[config.mk]
export PLATFORM = sky130hd
export DESIGN_NAME = holdover_word_store
export DESIGN_NICKNAME = d
export VERILOG_FILES = /design/src/rtl/hws_pkg.sv /design/src/rtl/hws_prescaler.sv /design/src/rtl/hws_bank.sv /design/src/rtl/holdover_word_store.sv
export SDC_FILE = /design/constraint.sdc
export NUM_CORES = 1
export LEC_CHECK = 0
export ABC_CLOCK_PERIOD_IN_PS = 2300
export CAP_MARGIN = 10
export CORE_ASPECT_RATIO = 0.6
export CORE_MARGIN = 8
export CORE_UTILIZATION = 45
export CTS_CLUSTER_SIZE = 16
export DETAILED_ROUTE_END_ITERATION = 7
export DONT_BUFFER_PORTS = 1
export PLACE_DENSITY = 0.6
export SLEW_MARGIN = 40
export SYNTH_ARGS = -nofsm -noshare
export SYNTH_HDL_FRONTEND = slang
export SYNTH_SLANG_ARGS = --single-unit
[constraint.sdc]
create_clock -name clk -period 2.3 [get_ports clk]
set_input_delay 0.46 -clock clk [delete_from_list [all_inputs] [get_ports clk]]
set_output_delay 0.46 -clock clk [all_outputs]
set_load 0.05 [all_outputs]
[src/rtl/hws_pkg.sv]
package hws_pkg;
  localparam int unsigned FILL_FULL = 2;

  // saturating count of completed captures
  function automatic logic [1:0] fill_next(input logic [1:0] cnt);
    return (cnt >= 2'(FILL_FULL)) ? cnt : cnt + 2'd1;
  endfunction

  function automatic logic fill_done(input logic [1:0] cnt);
    return cnt >= 2'(FILL_FULL);
  endfunction

  // slot at end of interval: counter at last value and enabled
  function automatic logic slot_hit(input int unsigned cnt, input int unsigned period,
                                    input logic en);
    return en && (cnt == period - 1);
  endfunction
endpackage

[src/rtl/hws_prescaler.sv]
module hws_prescaler #(
  parameter int unsigned PERIOD = 1300000
) (
  input  logic clk,
  input  logic rst_n,
  input  logic tick_en_i,
  output logic slot_o
);
  import hws_pkg::*;
  localparam int unsigned CW = (PERIOD > 1) ? $clog2(PERIOD) : 1;

  generate
    if (PERIOD <= 1) begin : g_direct
      assign slot_o = tick_en_i;
    end else begin : g_count
      logic [CW-1:0] cnt_q;
      assign slot_o = slot_hit(int'(cnt_q), PERIOD, tick_en_i);
      always_ff @(posedge clk or negedge rst_n) begin
        if (!rst_n)          cnt_q <= '0;
        else if (slot_o)     cnt_q <= '0;
        else if (tick_en_i)  cnt_q <= cnt_q + 1'b1;
      end
    end
  endgenerate
endmodule

[src/rtl/hws_bank.sv]
module hws_bank #(
  parameter int unsigned WORD_W       = 32,
  parameter logic [WORD_W-1:0] NOMINAL_WORD = '0
) (
  input  logic              clk,
  input  logic              rst_n,
  input  logic              capture_i,
  input  logic [WORD_W-1:0] word_i,
  output logic [WORD_W-1:0] older_o,
  output logic              valid_o
);
  import hws_pkg::*;
  localparam int unsigned DEPTH = 2;

  logic [WORD_W-1:0] snap_q [DEPTH];
  logic              wr_ptr_q;
  logic [1:0]        fill_q;

  generate
    for (genvar i = 0; i < DEPTH; i++) begin : g_snap
      always_ff @(posedge clk or negedge rst_n) begin
        if (!rst_n)                                 snap_q[i] <= NOMINAL_WORD;
        else if (capture_i && (wr_ptr_q == 1'(i)))  snap_q[i] <= word_i;
      end
    end
  endgenerate

  always_ff @(posedge clk or negedge rst_n) begin
    if (!rst_n) begin
      wr_ptr_q <= 1'b0;
      fill_q   <= 2'd0;
    end else if (capture_i) begin
      wr_ptr_q <= ~wr_ptr_q;
      fill_q   <= fill_next(fill_q);
    end
  end

  // slot about to be overwritten is the older one
  assign older_o = snap_q[wr_ptr_q];
  assign valid_o = fill_done(fill_q);
endmodule

[src/rtl/holdover_word_store.sv]
module holdover_word_store #(
  parameter int unsigned WORD_W       = 32,
  parameter int unsigned CLK_HZ       = 50000000,
  parameter int unsigned INTERVAL_US  = 26000,
  parameter logic [WORD_W-1:0] NOMINAL_WORD = 32'h8000_0000
) (
  input  logic              clk,
  input  logic              rst_n,
  input  logic              tick_en_i,
  input  logic [WORD_W-1:0] freq_word_i,
  input  logic              locked_i,
  input  logic              holdover_req_i,
  output logic [WORD_W-1:0] held_word_o,
  output logic              held_valid_o
);
  localparam int unsigned PERIOD = (CLK_HZ / 1000000) * INTERVAL_US;

  logic sample_tick;
  logic capture_evt;

  hws_prescaler #(.PERIOD(PERIOD)) u_presc (
    .clk       (clk),
    .rst_n     (rst_n),
    .tick_en_i (tick_en_i),
    .slot_o    (sample_tick)
  );

  assign capture_evt = sample_tick && locked_i && !holdover_req_i;

  hws_bank #(.WORD_W(WORD_W), .NOMINAL_WORD(NOMINAL_WORD)) u_bank (
    .clk       (clk),
    .rst_n     (rst_n),
    .capture_i (capture_evt),
    .word_i    (freq_word_i),
    .older_o   (held_word_o),
    .valid_o   (held_valid_o)
  );
endmodule

==> key figures <==
STA
  • Slew Limit Fails: 0
  • Hold WS: -0.178 ns
  • Final worst path period need: about 2.4 ns
  • Setup violators final: 32
  • Post-route setup slack: -0.0901 ns
  • Max frequency: 418 MHz
  • RSZ-0062 raised after global routing: true
  • Skew final: approximately 0.007 ns
  • Final hold vios: between 80 and 90
  • Final period utilization: 104%
  • Max transition margin: between 60% and 70%
  • Worst-Margin Slew: 0.471 ns

Detailed routing
  • DRT Pass-1 Iters: 4
  • Antenna Violating Nets Remaining: 0
  • Via count: 2,385
  • DR WL/cell: 19.5 um
  • DRT Wirelength: approximately 8400 um
  • Vias per Instance: about 5.5
  • Detailed Route Iter0 Violations: between 100 and 150
  • Post-route DRC violation count: 0

Clock tree
  • Worst-case clock buffer depth: 2
  • Root buf cell: clkbuf_16
  • Clock insertion delay at the later pin of the skew report: 0.33 ns
  • CTS Sinks: 88
  • Num CTS Buffers: 9
  • CTS clock-pin slew for the worst setup and hold paths: roughly 0.060 ns
  • H-tree levels: 3
  • CTS tree: built

Logic synthesis
  • Synth Cell Area: 3990 um2
  • Post-synth top area cell: dfrtp_1
  • Post-Syn Nets: 334
  • Top_reg_cell synth: dfrtp_1
  • Yosys warns: 0
  • Average size of a mapped cell: around 14 um2
  • Synth top area share: a little over half
  • Post-synth EDFFs: 0
  • Register area share after synthesis: 55.3%
  • Count of cell types in the netlist: 35
  • Syn Inst Count: roughly 300
  • FFs w/ async S/R, synth: 100%
  • Register bit count reported by yosys: about 90
  • Area contributors post-synth: dfrtp_1 54%, mux2_2 27%, xnor2_1 2.0%

Worst setup path
  • Crit end category: flip-flop
  • Cell repeated most along the worst path: or4_4
  • CP max FO: 5
  • CP max stage cell: or4_4
  • Crit-path cells: or4_4 -> or4_4 -> nor4_4 -> buf_6 -> buf_12 -> buf_8 -> mux2_4
  • Critical Path AT: 2.61 ns
  • WS Path Type: reg2reg
  • Startpoint types: flip-flop
  • Crit-path leading delay family: simple AND/OR/NAND/NOR gates
  • Critical path buffer and inverter count: 3
  • WP data required: approximately 2.5 ns
  • CP peak stage delay: between 0.5 and 0.6 ns

Status
  • Failing checks: hold timing, setup timing
  • Status: complete, but fails checks

Pwr
  • Pwr Density: 708 nW/um2
  • Leakage: 2.24 nW
  • Max IR drop VDD: 0.367 mV

Cells and area
  • Finished Cell Area: between 4000 and 5000 um2
  • Fin util: 54.4%
  • Layout cell share with drive strength beyond 1: between 40 and 50%
  • Fin cells: 432
  • Fill count: roughly 700
  • N_diodes: 0
  • Fin nets: around 350
  • Area grow syn2layout: 16.6%

GRT
  • Total track usage: around 14%
  • Vias in the first global route: around 2,600
  • First-pass GRT wire length: 13,500 um
  • Initial antenna violation count: 0
  • Largest net degree at the start of global routing: slightly below 90
  • Total gr overflow: 0

Worst hold path
  • Worst hold path class: in2async

Floorplanning
  • Die area: roughly 12,000 um2
  • Die W: between 100 and 150 um
  • Initial Utilization: between 40% and 50%
  • Row count: 26
  • Core ar.: roughly 8600 um2
  • Die height: around 89 um
  • I/O Pins: 70

Placed design
  • Placed insts: 411
  • I/O Buffers: 0
  • Final RePlAce weighted congestion: 0.775
  • Detailed placement HPWL: roughly 5600 um
  • DP Area: roughly 4200 um2

Job
  • Max-cap violations: 0
## cell usage after synthesis (all sizes together) (3+ instances only)
cell type	number
nor4	7
mux2	96
a21oi	3
o31ai	3
nor3	3
nor2	10
buf	6
inv	6
clkbuf	7
dfrtp	86
xor2	8
xnor2	9
nand2	10
nand4	8
nand3	7
or4	6
## path summary, 6_finish.rpt
kind	start	to	slack, ns	cells after the start
hold / removal	rst_n	u_bank.snap_q[54]	-0.18	0
min in group clk	tick_en_i	u_presc.g_count.cnt_q[0]	0.21	1
setup / recovery	u_presc.g_count.cnt_q[11]	u_bank.snap_q[43]	-0.09	7
max in group asynchronous	rst_n	u_bank.snap_q[63]	2.25	0
hold reg to reg	u_bank.fill_q[1]	u_bank.fill_q[1]	0.49	2
setup reg to reg	u_presc.g_count.cnt_q[11]	u_bank.snap_q[43]	-0.09	7
## layer usage
layer	GRT usage, %	share of wire [%]
met1	18.5	46
met4	4.41	0.76
met3	7.58	12
met5	0	0
met2	20.6	41
## where the power goes
group	switching (mW)	internal, mW	total, mW
registers	0.0631	1.59	1.65
clock network	0.569	0.952	1.52
logic	0.0555	0.0622	0.118
total	0.688	2.61	3.29
## stage by stage
stage                     total power, mW  setup TNS [ns]  hold slack (ns)  worst slack, ns
after global placement               1.79           -1.37            0.168          -0.0702
final                                3.29           -2.30           -0.178          -0.0901
after detailed placement             1.80           -3.10            0.167           -0.132
after floorplan                      1.75           -1.60            0.164          -0.0539
after CTS                            3.34           -2.51           -0.196           -0.109
after global routing                 3.44           -3.75           -0.202           -0.136
## state kept, by name, indices dropped and copies added, names as in the netlist
signal	count
u_presc.g_count.cnt_q	21
u_bank.snap_q	64
u_bank.wr_ptr_q	1
u_bank.fill_q	2
## cell type report
cell class                      count  area, um2  area share (%)
Tap cell                          112        140            3.01
Timing Repair Buffer               22        243            5.22
Inverter                            6       22.5           0.484
Clock inverter                      5       81.3            1.75
Multi-Input combinational cell    188       1730            37.2
Sequential cell                    88       2200            47.4
Clock buffer                       11        233            5.00
## repair_timing
item	4_1_cts	5_1_grt
endpoints found under the setup margin	32	32
buffers inserted	0	3
hold endpoints to repair	88	88
gates cloned	0	2
gates resized for setup	3	15
## layout by cell type, fill, tap and decap left out, types with 3 or more instances in the layout
cell type,Yosys,layout
o31ai_1,3,3
buf_12,0,3
mux2_4,0,10
clkbuf_16,0,10
dfrtp_1,86,86
buf_4,0,14
nand2_1,10,10
xor2_1,8,8
nand3_1,7,7
xnor2_1,9,9
mux2_2,95,86
a21oi_1,3,3
nand4_1,8,8
nor4_1,6,6
nor2_1,10,10
or4_1,4,4
inv_1,6,6
nor3_1,3,3
## cells by family (layout without fill, tap and decap cells)
family	count (synthesis)	count (layout)	synth area share, %
xor gates and xnor gates	17	17	3.73
DFF	88	88	55.3
muxes	97	97	27.3
adders and majority gates	2	2	0.627
AOI/OAI and AO/OA	10	10	1.57
and+or+nand+nor	62	62	9.13
buffers and inverters	19	44	2.35
## worst reg2reg max path, delay by kind of cell, from the launching register on
kind / cells / cell delay (ns)
flops: 1 / 0.38
mux: 1 / 0.30
buf+inv: 3 / 0.39
simple gates: 3 / 1.20
(Power assumes the default switching activity.)
